===== src/rtl/bca_pkg.sv =====
package bca_pkg;
  typedef enum logic [2:0] {
    ST_IDLE, ST_ROWW, ST_ACT, ST_COLW, ST_BURST, ST_DONE, ST_REFR
  } bca_state_e;
endpackage


===== src/rtl/bca_strobe_smp.sv =====
module bca_strobe_smp #(
  parameter int N = 2
) (
  input  logic         clk_i,
  input  logic         rst_ni,
  input  logic [N-1:0] strb_i,
  output logic [N-1:0] lvl_o,
  output logic [N-1:0] fall_o,
  output logic [N-1:0] rise_o
);
  for (genvar g = 0; g < N; g++) begin : g_bit
    logic s1_q, s2_q;
    always_ff @(posedge clk_i or negedge rst_ni) begin
      if (!rst_ni) begin
        s1_q <= 1'b1;
        s2_q <= 1'b1;
      end else begin
        s1_q <= strb_i[g];
        s2_q <= s1_q;
      end
    end
    assign lvl_o[g]  = s1_q;
    assign fall_o[g] = s2_q & ~s1_q;
    assign rise_o[g] = ~s2_q & s1_q;
  end
endmodule


===== src/rtl/bca_wait_tmr.sv =====
module bca_wait_tmr #(
  parameter int WAIT_CYC = 4,
  localparam int TW = (WAIT_CYC > 1) ? $clog2(WAIT_CYC) : 1
) (
  input  logic clk_i,
  input  logic rst_ni,
  input  logic load_i,
  input  logic en_i,
  output logic done_o
);
  logic [TW-1:0] cnt_q;

  always_ff @(posedge clk_i or negedge rst_ni) begin
    if (!rst_ni)                cnt_q <= '0;
    else if (load_i)            cnt_q <= TW'(WAIT_CYC - 1);
    else if (en_i && !done_o)   cnt_q <= cnt_q - 1'b1;
  end
  assign done_o = (cnt_q == '0);

  assert_wait_step_R2: assert property (@(posedge clk_i) disable iff (!rst_ni)
    (en_i && !load_i && !done_o) |=> (cnt_q == $past(cnt_q) - 1'b1));
endmodule


===== src/rtl/bca_ref_ctr.sv =====
module bca_ref_ctr #(
  parameter int REF_ROWS = 290,
  localparam int RW = $clog2(REF_ROWS)
) (
  input  logic          clk_i,
  input  logic          rst_ni,
  input  logic          inc_i,
  output logic [RW-1:0] cnt_o
);
  always_ff @(posedge clk_i or negedge rst_ni) begin
    if (!rst_ni)     cnt_o <= '0;
    else if (inc_i)  cnt_o <= (cnt_o == RW'(REF_ROWS - 1)) ? '0 : cnt_o + 1'b1;
  end

  assert_ref_range_R8: assert property (@(posedge clk_i) disable iff (!rst_ni)
    cnt_o < RW'(REF_ROWS));
  assert_ref_wrap_R8: assert property (@(posedge clk_i) disable iff (!rst_ni)
    (inc_i && cnt_o == RW'(REF_ROWS - 1)) |=> (cnt_o == '0));
endmodule


===== src/rtl/bca_col_step.sv =====
module bca_col_step #(
  parameter int LINE_W    = 768,
  parameter int CW        = 10,
  parameter int BURST_LEN = 8,
  localparam int BW = $clog2(BURST_LEN)
) (
  input  logic          clk_i,
  input  logic          rst_ni,
  input  logic          load_i,
  input  logic [CW-1:0] start_i,
  input  logic          step_i,
  output logic [CW-1:0] col_o,
  output logic          last_o
);
  logic [BW-1:0] beat_q;

  always_ff @(posedge clk_i or negedge rst_ni) begin
    if (!rst_ni) begin
      col_o  <= '0;
      beat_q <= '0;
    end else if (load_i) begin
      col_o  <= start_i;
      beat_q <= '0;
    end else if (step_i) begin
      col_o  <= (col_o == CW'(LINE_W - 1)) ? '0 : col_o + 1'b1;
      beat_q <= beat_q + 1'b1;
    end
  end
  assign last_o = (beat_q == BW'(BURST_LEN - 1));

  assert_col_range_R3: assert property (@(posedge clk_i) disable iff (!rst_ni)
    col_o < CW'(LINE_W));
endmodule


===== src/rtl/bca_burst_ctrl.sv =====
module bca_burst_ctrl
  import bca_pkg::*;
#(
  parameter int ADDR_W    = 10,
  parameter int DATA_W    = 12,
  parameter int LINE_W    = 768,
  parameter int REF_ROWS  = 290,
  parameter int BURST_LEN = 8,
  parameter int WAIT_CYC  = 4,
  localparam int ROW_W = ADDR_W - 1,
  localparam int RW    = $clog2(REF_ROWS),
  localparam int BW    = $clog2(BURST_LEN)
) (
  input  logic                        clk_i,
  input  logic                        rst_ni,
  input  logic                        mode_i,
  input  logic                        ras_ni,
  input  logic                        cas_ni,
  input  logic [ADDR_W-1:0]           addr_i,
  input  logic                        lwe_ni,
  input  logic                        uwe_ni,
  input  logic                        re_ni,
  input  logic [DATA_W-1:0]           dq_i,
  output logic [DATA_W-1:0]           dq_o,
  output logic                        dq_oe_o,
  output logic                        wait_o,
  output logic                        selfref_en_o,
  output logic                        rd_bank_o,
  output logic [ROW_W-1:0]            rd_row_o,
  output logic [ADDR_W-1:0]           rd_col_o,
  input  logic [DATA_W-1:0]           rdata_i,
  output logic                        commit_o,
  output logic                        commit_bank_o,
  output logic [ROW_W-1:0]            commit_row_o,
  output logic [ADDR_W-1:0]           commit_col_o,
  output logic [BURST_LEN*DATA_W-1:0] commit_data_o,
  output logic                        ref_o,
  output logic [RW-1:0]               ref_row_o
);
  logic [1:0] lvl, fall, rise;
  bca_strobe_smp #(.N(2)) u_smp (
    .clk_i(clk_i), .rst_ni(rst_ni), .strb_i({cas_ni, ras_ni}),
    .lvl_o(lvl), .fall_o(fall), .rise_o(rise)
  );
  wire ras_fall = fall[0];
  wire ras_rise = rise[0];
  wire cas_fall = fall[1];
  wire cas_lvl  = lvl[1];

  // bus side sampled alongside the strobes so capture aligns with edge detection
  logic [ADDR_W-1:0] addr_s;
  logic [DATA_W-1:0] dq_s;
  logic              lwe_s, uwe_s;
  always_ff @(posedge clk_i or negedge rst_ni) begin
    if (!rst_ni) begin
      addr_s <= '0;
      dq_s   <= '0;
      lwe_s  <= 1'b1;
      uwe_s  <= 1'b1;
    end else begin
      addr_s <= addr_i;
      dq_s   <= dq_i;
      lwe_s  <= lwe_ni;
      uwe_s  <= uwe_ni;
    end
  end

  bca_state_e st_q, st_d;
  logic tmr_load, tmr_done, col_load, col_step, col_last, ref_inc, cap_row, do_commit;
  logic [ADDR_W-1:0] col, col_start;
  logic [RW-1:0]     ref_cnt;

  assign col_start = (addr_s >= ADDR_W'(LINE_W)) ? addr_s - ADDR_W'(LINE_W) : addr_s;

  bca_wait_tmr #(.WAIT_CYC(WAIT_CYC)) u_tmr (
    .clk_i(clk_i), .rst_ni(rst_ni), .load_i(tmr_load),
    .en_i(st_q == ST_ROWW || st_q == ST_COLW), .done_o(tmr_done)
  );

  bca_col_step #(.LINE_W(LINE_W), .CW(ADDR_W), .BURST_LEN(BURST_LEN)) u_col (
    .clk_i(clk_i), .rst_ni(rst_ni), .load_i(col_load), .start_i(col_start),
    .step_i(col_step), .col_o(col), .last_o(col_last)
  );

  bca_ref_ctr #(.REF_ROWS(REF_ROWS)) u_ref (
    .clk_i(clk_i), .rst_ni(rst_ni), .inc_i(ref_inc), .cnt_o(ref_cnt)
  );

  always_comb begin
    st_d      = st_q;
    tmr_load  = 1'b0;
    col_load  = 1'b0;
    col_step  = 1'b0;
    ref_inc   = 1'b0;
    cap_row   = 1'b0;
    do_commit = 1'b0;
    if (!mode_i) begin
      st_d = ST_IDLE;
    end else begin
      unique case (st_q)
        ST_IDLE: if (ras_fall) begin
          if (cas_lvl) begin
            cap_row  = 1'b1;
            tmr_load = 1'b1;
            st_d     = ST_ROWW;
          end else begin
            ref_inc = 1'b1;
            st_d    = ST_REFR;
          end
        end
        ST_ROWW: if (ras_rise) st_d = ST_IDLE;
                 else if (tmr_done) st_d = ST_ACT;
        ST_ACT: if (ras_rise) st_d = ST_IDLE;
                else if (cas_fall) begin
                  col_load = 1'b1;
                  tmr_load = 1'b1;
                  st_d     = ST_COLW;
                end
        ST_COLW: if (ras_rise) st_d = ST_IDLE;
                 else if (tmr_done) st_d = ST_BURST;
        ST_BURST: if (ras_rise) st_d = ST_IDLE;
                  else if (cas_fall) begin
                    col_step = 1'b1;
                    if (col_last) st_d = ST_DONE;
                  end
        ST_DONE: if (ras_rise) begin
          do_commit = wr_q;
          st_d      = ST_IDLE;
        end
        ST_REFR: if (ras_rise) st_d = ST_IDLE;
        default: st_d = ST_IDLE;
      endcase
    end
  end

  logic                              wr_q, bank_q, commit_q, ref_q;
  logic [ROW_W-1:0]                  row_q;
  logic [ADDR_W-1:0]                 scol_q;
  logic [DATA_W-1:0]                 dq_q;
  logic [RW-1:0]                     ref_row_q;
  logic [BURST_LEN-1:0][DATA_W-1:0]  wbuf_q;
  logic [BW-1:0]                     wptr_q;

  always_ff @(posedge clk_i or negedge rst_ni) begin
    if (!rst_ni) begin
      st_q      <= ST_IDLE;
      wr_q      <= 1'b0;
      bank_q    <= 1'b0;
      row_q     <= '0;
      scol_q    <= '0;
      dq_q      <= '0;
      wbuf_q    <= '0;
      wptr_q    <= '0;
      commit_q  <= 1'b0;
      ref_q     <= 1'b0;
      ref_row_q <= '0;
    end else begin
      st_q     <= st_d;
      commit_q <= do_commit;
      ref_q    <= ref_inc;
      if (ref_inc) ref_row_q <= ref_cnt;
      if (cap_row) begin
        row_q  <= addr_s[ROW_W-1:0];
        wr_q   <= ~lwe_s | ~uwe_s;
        // write: lower enable wins; read: top address bit picks the bank
        bank_q <= (~lwe_s | ~uwe_s) ? lwe_s : addr_s[ADDR_W-1];
      end
      if (col_load) begin
        scol_q <= col_start;
        wptr_q <= '0;
      end
      if (col_step) begin
        wptr_q <= wptr_q + 1'b1;
        if (wr_q) wbuf_q[wptr_q] <= dq_s;
        else      dq_q <= rdata_i;
      end
    end
  end

  assign wait_o        = !(st_q == ST_ROWW || st_q == ST_COLW);
  assign selfref_en_o  = ~mode_i;
  assign dq_oe_o       = mode_i & ~wr_q & ~re_ni & (st_q == ST_BURST || st_q == ST_DONE);
  assign dq_o          = dq_q;
  assign rd_bank_o     = bank_q;
  assign rd_row_o      = row_q;
  assign rd_col_o      = col;
  assign commit_o      = commit_q;
  assign commit_bank_o = bank_q;
  assign commit_row_o  = row_q;
  assign commit_col_o  = scol_q;
  assign commit_data_o = wbuf_q;
  assign ref_o         = ref_q;
  assign ref_row_o     = ref_row_q;

  assert_commit_src_R7: assert property (@(posedge clk_i) disable iff (!rst_ni)
    commit_o |-> ($past(st_q) == ST_DONE && $past(wr_q)));
  assert_ref_state_R8: assert property (@(posedge clk_i) disable iff (!rst_ni)
    ref_o |-> ($past(st_q) == ST_IDLE && st_q == ST_REFR));
  assert_mode_idle_R9: assert property (@(posedge clk_i) disable iff (!rst_ni)
    !mode_i |=> (st_q == ST_IDLE));
  assert_colw_hold_R10: assert property (@(posedge clk_i) disable iff (!rst_ni)
    (st_q == ST_COLW) |=> $stable(col));
  assert_oe_rd_R6: assert property (@(posedge clk_i) disable iff (!rst_ni)
    dq_oe_o |-> !commit_o);
endmodule


===== config.mk =====
export PLATFORM = sky130hd
export DESIGN_NAME = bca_burst_ctrl
export DESIGN_NICKNAME = d
export VERILOG_FILES = /design/src/rtl/bca_pkg.sv /design/src/rtl/bca_strobe_smp.sv /design/src/rtl/bca_wait_tmr.sv /design/src/rtl/bca_ref_ctr.sv /design/src/rtl/bca_col_step.sv /design/src/rtl/bca_burst_ctrl.sv
export SDC_FILE = /design/constraint.sdc
export NUM_CORES = 1
export LEC_CHECK = 0
export BUFFER_PORTS_ARGS = -buffer_cell sky130_fd_sc_hd__buf_4
export CAP_MARGIN = 40
export CORE_MARGIN = 1.5
export CORE_UTILIZATION = 55
export DETAILED_ROUTE_END_ITERATION = 12
export GPL_ROUTABILITY_DRIVEN = 0
export PLACE_DENSITY = 0.83
export SYNTH_ARGS = -nofsm -noshare
export SYNTH_HDL_FRONTEND = slang
export SYNTH_SLANG_ARGS = --single-unit

===== constraint.sdc =====
create_clock -name clk_i -period 3.6 [get_ports clk_i]
set_input_delay 0.18 -clock clk_i [delete_from_list [all_inputs] [get_ports clk_i]]
set_output_delay 0.18 -clock clk_i [all_outputs]
set_load 0.005 [all_outputs]

; After elaboration in Yosys (flattened, before gate mapping)
; Index checks and enable logic that the tools add are counted.
[op_classes]
add_sub_neg = 6
order_cmp = 3
eq_ne = 16
mux = 48
bitwise_logic = 15
n_reduce_logical = 14
[ops]
columns = op, n
row1 = bitwise mux 96 bit, 1
row2 = two-way mux 3 bit, 17
row3 = two-way mux 10 bit, 4
row4 = demux 12 bit (select 3 bit), 1
row5 = two-way mux 1 bit, 19
row6 = case mux 3 bit (6 select lines), 1
row7 = "== test 3 bit, second input constant", 4
row8 = two-way mux 12 bit, 1
row9 = "!= test 4 bit, second input constant", 3
row10 = "adder 10 x 1 -> 10 bit, second input constant", 1
row11 = "== test 10 bit, second input constant", 1
row12 = "greater-or-equal comparator 10 bit, second input constant", 1
row13 = "subtractor 10 bit, second input constant", 1
row14 = "adder 9 x 1 -> 9 bit, second input constant", 1
row15 = "== test 9 bit, second input constant", 1
row16 = two-way mux 9 bit, 1
row17 = "!= test 4 x 3 -> 1 bit, second input constant", 2
row18 = inverter 1 bit, 8
row19 = AND reduction 7 bit, 1
row20 = "adder 3 x 1 -> 3 bit, second input constant", 2
row21 = AND 1 bit, 6
row22 = "== test 3 x 2 -> 1 bit, second input constant", 2
row23 = "less-than comparator 3 x 4 -> 1 bit, second input constant", 1
row24 = two-way mux 2 bit, 2
row25 = other kinds (15), 20
[totals]
register_bits = 198
in_bits = 42
output_inout_bits = 162
elab_cells = 132

; Longest topological paths before layout
[depth]
word_depth = 8
depth_mapped = 8
ltp_nobuf = 7

; Cells and area by module
; Synthesis repeated with hierarchy kept, for this count alone.
[hier_totals]
cells_unflattened = 573
area_unflattened_um2 = 8023.9
[by_module_without_submodules]
columns = module, n_inst, cells_each, area_per_inst_um2, seq_area_each_um2
row1 = bca_burst_ctrl, 1, 426, 6513.7, 4256.6
row2 = bca_col_step, 1, 82, 768.2, 325.3
row3 = bca_ref_ctr, 1, 43, 462.9, 225.2
row4 = bca_strobe_smp, 1, 10, 155.1, 105.1
row5 = bca_wait_tmr, 1, 12, 123.9, 50.0

; Worst setup path after synthesis
; OpenSTA, ideal clock, no wires.
[synth_timing]
path_type = register -> register
from = register u_smp.g_bit[1].s2_q
to = register wbuf_q (netlist bit commit_data_o[50])
setup_time_ns = 0.125
arrival_ns = 1.887
required_ns = 3.475
path_slack_ns = 1.588
stages_incl_launch_ff = 8
path_buffers = 2
period_less_slack_ns = 2.012
path_cell_list = dfstp_2 > and3b_1 > and3_1 > buf_2 > nand2_1 > nor3_2 > buf_2 > mux2_2
[synth_between]
elab_chain_cells = 6
[synth_lines]
columns = item, line_no
row1 = start: declaration, bca_strobe_smp.sv:12  ; logic s1_q, s2_q;
row2 = start signal: assignment, bca_strobe_smp.sv:19  ; s2_q <= s1_q;
row3 = AND 1 bit, bca_strobe_smp.sv:23  ; assign fall_o[g] = s2_q & ~s1_q;
row4 = two-way mux 1 bit, bca_burst_ctrl.sv:122  ; else if (cas_fall) begin
row5 = two-way mux 1 bit, --
row6 = two-way mux 1 bit, bca_burst_ctrl.sv:100  ; unique case (st_q)
row7 = two-way mux 1 bit, bca_burst_ctrl.sv:97  ; if (!mode_i) begin
row8 = AND reduction 2 bit (no line), --
row9 = end signal: indexed assignment, bca_burst_ctrl.sv:174  ; if (wr_q) wbuf_q[wptr_q] <= dq_s;
row10 = end: declaration, bca_burst_ctrl.sv:141  ; logic [BURST_LEN-1:0][DATA_W-1:0] wbuf_q;
; Every way passes these cells.
; A chain may end at the register's enable or synchronous reset.

; Final worst setup path
[layout_timing]
from = register st_q[2]
to = register wbuf_q (netlist bit commit_data_o[28])
[layout_between]
elab_chain_cells = 4
[layout_lines]
columns = item, line_no
row1 = start: declaration, bca_burst_ctrl.sv:68  ; bca_state_e st_q, st_d;
row2 = start signal: assignment, bca_burst_ctrl.sv:158  ; st_q <= st_d;
row3 = == test 3 bit, bca_burst_ctrl.sv:100
row4 = two-way mux 1 bit, bca_burst_ctrl.sv:100
row5 = two-way mux 1 bit, bca_burst_ctrl.sv:97
row6 = AND reduction 2 bit (no line), --
; Every way passes these cells.

==> impl_table.tex <==
\begin{tabular}{lr}
\hline
Metric & Value \\
\hline
\multicolumn{2}{l}{\textbf{Floorplanning}} \\
Overall die height & 122.6 um \\
I/O pin count & 204 \\
Row count & 43 \\
Core ar. & around 14000 um2 \\
Horizontal die dimension & approximately 120 um \\
Die footprint & 15030 um2 \\
Starting density of the core & 56.47\% \\
\multicolumn{2}{l}{\textbf{Timing}} \\
Max-slew violation count & 0 \\
Setup repair after global routing missed its margin & no \\
Number of endpoints failing setup at the final stage & 0 \\
Shortest clock period the worst path allows after layout & about 2.7 ns \\
Timing-limited maximum frequency & 371.2 MHz \\
Hold violation count in the final report & 0 \\
Slew at the pin with the worst max-slew slack & approximately 0.85 ns \\
PnR worst setup slack & slightly above 0.9 ns \\
Worst slew margin & roughly 43\% \\
Fin crit share & about three quarters \\
Setup TNS Final & 0 ns \\
Post-route clock skew & roughly 0.0097 ns \\
\multicolumn{2}{l}{\textbf{Worst hold path}} \\
Worst hold-check path type & input pin to register \\
\multicolumn{2}{l}{\textbf{Placement}} \\
Post-Place Worst Slack & approximately 0.92 ns \\
Half-perimeter wire length after detailed placement & 12.63 mm \\
Number of buffers added on ports & a little over 200 \\
Placed inst area & 9507 um2 \\
Number of instances in the placed design & between 900 and 1000 \\
\multicolumn{2}{l}{\textbf{Power and ir drop}} \\
Leakage & around 5.5 nW \\
Maximum vdd drop & $\sim$0.48 mV \\
Total power after layout & a little under 6 mW \\
Power density over the cells & $\sim$570 nW/um2 \\
\multicolumn{2}{l}{\textbf{Synth}} \\
Mapped Avg Cell Area & $\sim$13 um2 \\
Largest family of logic cells by synthesized area & multiplexers \\
Share of the synthesized area in the top cell type & about three fifths \\
Share of synthesized area occupied by flip-flops and latches & 63.06\% \\
Number of standard cells after synthesis & about 590 \\
Syn nets & approximately 640 \\
Share of the synthesized area in compound gates (AO/OA/AOI/OAI) & approximately 5.0\% \\
Prevailing post-synth register cell & sky130\_fd\_sc\_hd\_\_dfrtp\_1 \\
Post-synth EDFFs & 0 \\
Netlist Area Pre-Place & 7869 um2 \\
Arithmetic-cell share of the synthesized area counting full adders, half adders and majority gates & under 10\% \\
Synth Register Bits & 198 \\
Unique masters post-synth & 52 \\
Share of synthesized flip-flops with an asynchronous set or reset & between 90\% and 100\% \\
Post-Synth XOR/XNOR Area & 0.8904\% \\
Mux share of post-synthesis cell area & between 10\% and 20\% \\
Post-Synth Simple-Gate Area & a little under a tenth \\
Yosys synthesis warning count & 0 \\
Most area-consuming cells after synthesis & sky130\_fd\_sc\_hd\_\_dfrtp\_1 61\%, sky130\_fd\_sc\_hd\_\_mux2\_2 15\%, sky130\_fd\_sc\_hd\_\_nand2\_1 3.7\% \\
Cell taking the most area after synthesis & sky130\_fd\_sc\_hd\_\_dfrtp\_1 \\
\multicolumn{2}{l}{\textbf{Clocking}} \\
TritonCTS clock tree & done \\
\# resized after CTS & 0 \\
CTS H-tree depth & 4 \\
Clock latency on the worst-skew pair & 0.42 ns \\
Post-CTS setup buffer count & 0 \\
Worst-path clk slew & 0.07 ns \\
Num Clock Sinks & 198 \\
Hold buffers post-CTS & 38 \\
Cell at the root of the clock tree & sky130\_fd\_sc\_hd\_\_clkbuf\_16 \\
Maximum buffer depth of the clock tree & 2 \\
Total clock buffers created by CTS & 17 \\
\multicolumn{2}{l}{\textbf{Critical path}} \\
CP cell instances & nor3b\_2, nand3\_1, or4\_1, mux2\_2 \\
Startpoint Class & register \\
Critical path data arrival time & about 3.0 ns \\
Crit path required time & around 4 ns \\
Worst Path Class, Setup & register to register \\
Worst Setup End Kind & register \\
Largest fanout of any net on the critical path & 14 \\
CP max-delay cell & sky130\_fd\_sc\_hd\_\_or4\_1 \\
Maximum single-stage delay on the critical path & $\sim$0.9 ns \\
\multicolumn{2}{l}{\textbf{Status}} \\
Outcome & complete, no violations \\
\multicolumn{2}{l}{\textbf{Global route}} \\
Wire length of the first global-routing pass & between 30 and 40 mm \\
Global route total overflow & 0 \\
GR Util met3 & slightly above 7\% \\
Number of global-route vias before repair & 5777 \\
Number of antenna violations at the first check in global routing & 0 \\
Top Usage Layer GRT & met2 \\
Routing usage on met2 & between 40 and 50\% \\
Global router's overall resource usage & about a quarter \\
Met1 track utilization from global routing & between 30\% and 40\% \\
Largest net degree at the start of global routing & 110 \\
\multicolumn{2}{l}{\textbf{Routing}} \\
Wire length per cell after detailed routing & roughly 19 um \\
Post-detailed-route count of antenna-violating nets & 0 \\
Per-cell via count in the routed design & approximately 5.5 \\
DRC violation total after the first TritonRoute iteration & 328 \\
Number of optimization iterations in the first detailed-route pass & 5 \\
Detailed-route wire length & 19.13 mm \\
DRC & 0 \\
Total via count after detailed routing & about 5600 \\
\multicolumn{2}{l}{\textbf{Flow run}} \\
Max-cap violation count & 0 \\
\multicolumn{2}{l}{\textbf{Final layout}} \\
Area Growth Syn to Fin & 32.76\% \\
Commonest non-fill, non-tap cell in the layout & sky130\_fd\_sc\_hd\_\_buf\_4 \\
Non-filler instance count after layout & approximately 1000 \\
Commonest cells after routing, fill and taps aside & 212 x sky130\_fd\_sc\_hd\_\_buf\_4, 192 x sky130\_fd\_sc\_hd\_\_dfrtp\_1, 107 x sky130\_fd\_sc\_hd\_\_mux2\_2, 78 x sky130\_fd\_sc\_hd\_\_nand2\_1, 38 x sky130\_fd\_sc\_hd\_\_dlygate4sd3\_1 \\
Count of fill cells added during filler insertion & 893 \\
Diodes inserted & 0 \\
Non-Filler Cell Area, Final & around 10000 um2 \\
Post-layout net count & $\sim$900 \\
Share of layout cells above drive strength 1 & between 40\% and 50\% \\
\hline
\end{tabular}
-- cells in the mapped netlist, drive strengths merged (4+ instances only) --
master    n
dfrtp   192
mux2    117
nand2    78
buf      26
o21ai    18
a21oi    12
inv      12
nand3    11
clkbuf    9
nor2      9
nor3      8
ha        7
or3       7
and3      6
dfstp     6
xnor2     6
a21o      5
nand2b    5
nor2b     5
o31ai     5
nor4      4
o211ai    4
-- sequential cells by signal, summed over array words and instances (netlist names), 9 cells and up --
| signal | cells |
|---|---|
| ref_row_o | 9 |
| addr_s | 10 |
| commit_col_o | 10 |
| commit_row_o | 9 |
| commit_data_o | 96 |
| u_col.col_o | 10 |
| dq_o | 12 |
| dq_s | 12 |
| u_ref.cnt_o | 9 |
-- through the flow --
stage / util, % / hold WS [ns]
floorplan: - / -0.1156
global placement: 68.14 / 0.2890
detailed placement: 68.22 / 0.2903
CTS: 74.97 / 0.002290
global route: 74.97 / 0.003178
finish: 74.97 / 0.01694
-- worst max-delay path: cells and delay by family (launching register included) --
| kind | cells | cell delay, ns |
|---|---|---|
| flip-flops | 1 | 0.56 |
| multiplexers | 1 | 0.39 |
| AND/OR/NAND/NOR | 3 | 1.61 |
-- logic make-up after synthesis --
family / after synthesis
buf+inv: 47
flops: 198
fa+ha+maj: 7
xor+xnor: 8
compound gates: 60
mux: 119
simple gates: 150
-- report_power, final --
group,internal (mW),leakage [nW],switching (mW),total [mW]
clock,0.987,0.268,0.792,1.78
sequential,2.54,2.63,0.348,2.89
combinational,0.735,2.56,0.505,1.24
-- worst paths after layout --
kind	start	end	slack [ns]	depth (start not counted)
hold / removal	rdata_i[9]	dq_o[9]$_DFFE_PN0P_	0.02	2
min in group asynchronous	rst_ni	ref_row_o[4]$_DFFE_PN0P_	0.44	2
hold reg to reg	u_smp.g_bit[0].s1_q$_DFF_PN1_	u_smp.g_bit[0].s2_q$_DFF_PN1_	0.40	0
setup reg to reg	st_q[2]$_DFFE_PN0P_	commit_data_o[28]$_DFFE_PN0P_	0.91	4
max in group asynchronous	rst_ni	commit_data_o[55]$_DFFE_PN0P_	2.11	3
setup / recovery	st_q[2]$_DFFE_PN0P_	commit_data_o[28]$_DFFE_PN0P_	0.91	4
-- per-layer routing --
metal / vias to the layer above / wire length (um)
met5: - / 0
met3: 12 / 1303
li1: 2523 / -
met2: 201 / 10020
met4: 0 / 135
met1: 2839 / 7669
-- layout make-up --
| cell class | count | area [um2] | share of cell area [%] |
|---|---|---|---|
| clock buffers | 20 | 456.7 | 4.372 |
| flip-flops and latches | 198 | 4962 | 47.50 |
| multi-input cells | 344 | 2665 | 25.51 |
| clock inverters | 12 | 102.6 | 0.9821 |
| well taps | 180 | 225.2 | 2.156 |
| repair buffers | 252 | 1989 | 19.04 |
| inverters | 12 | 45.04 | 0.4312 |
Note: power is estimated with default switching activity, not from simulation.
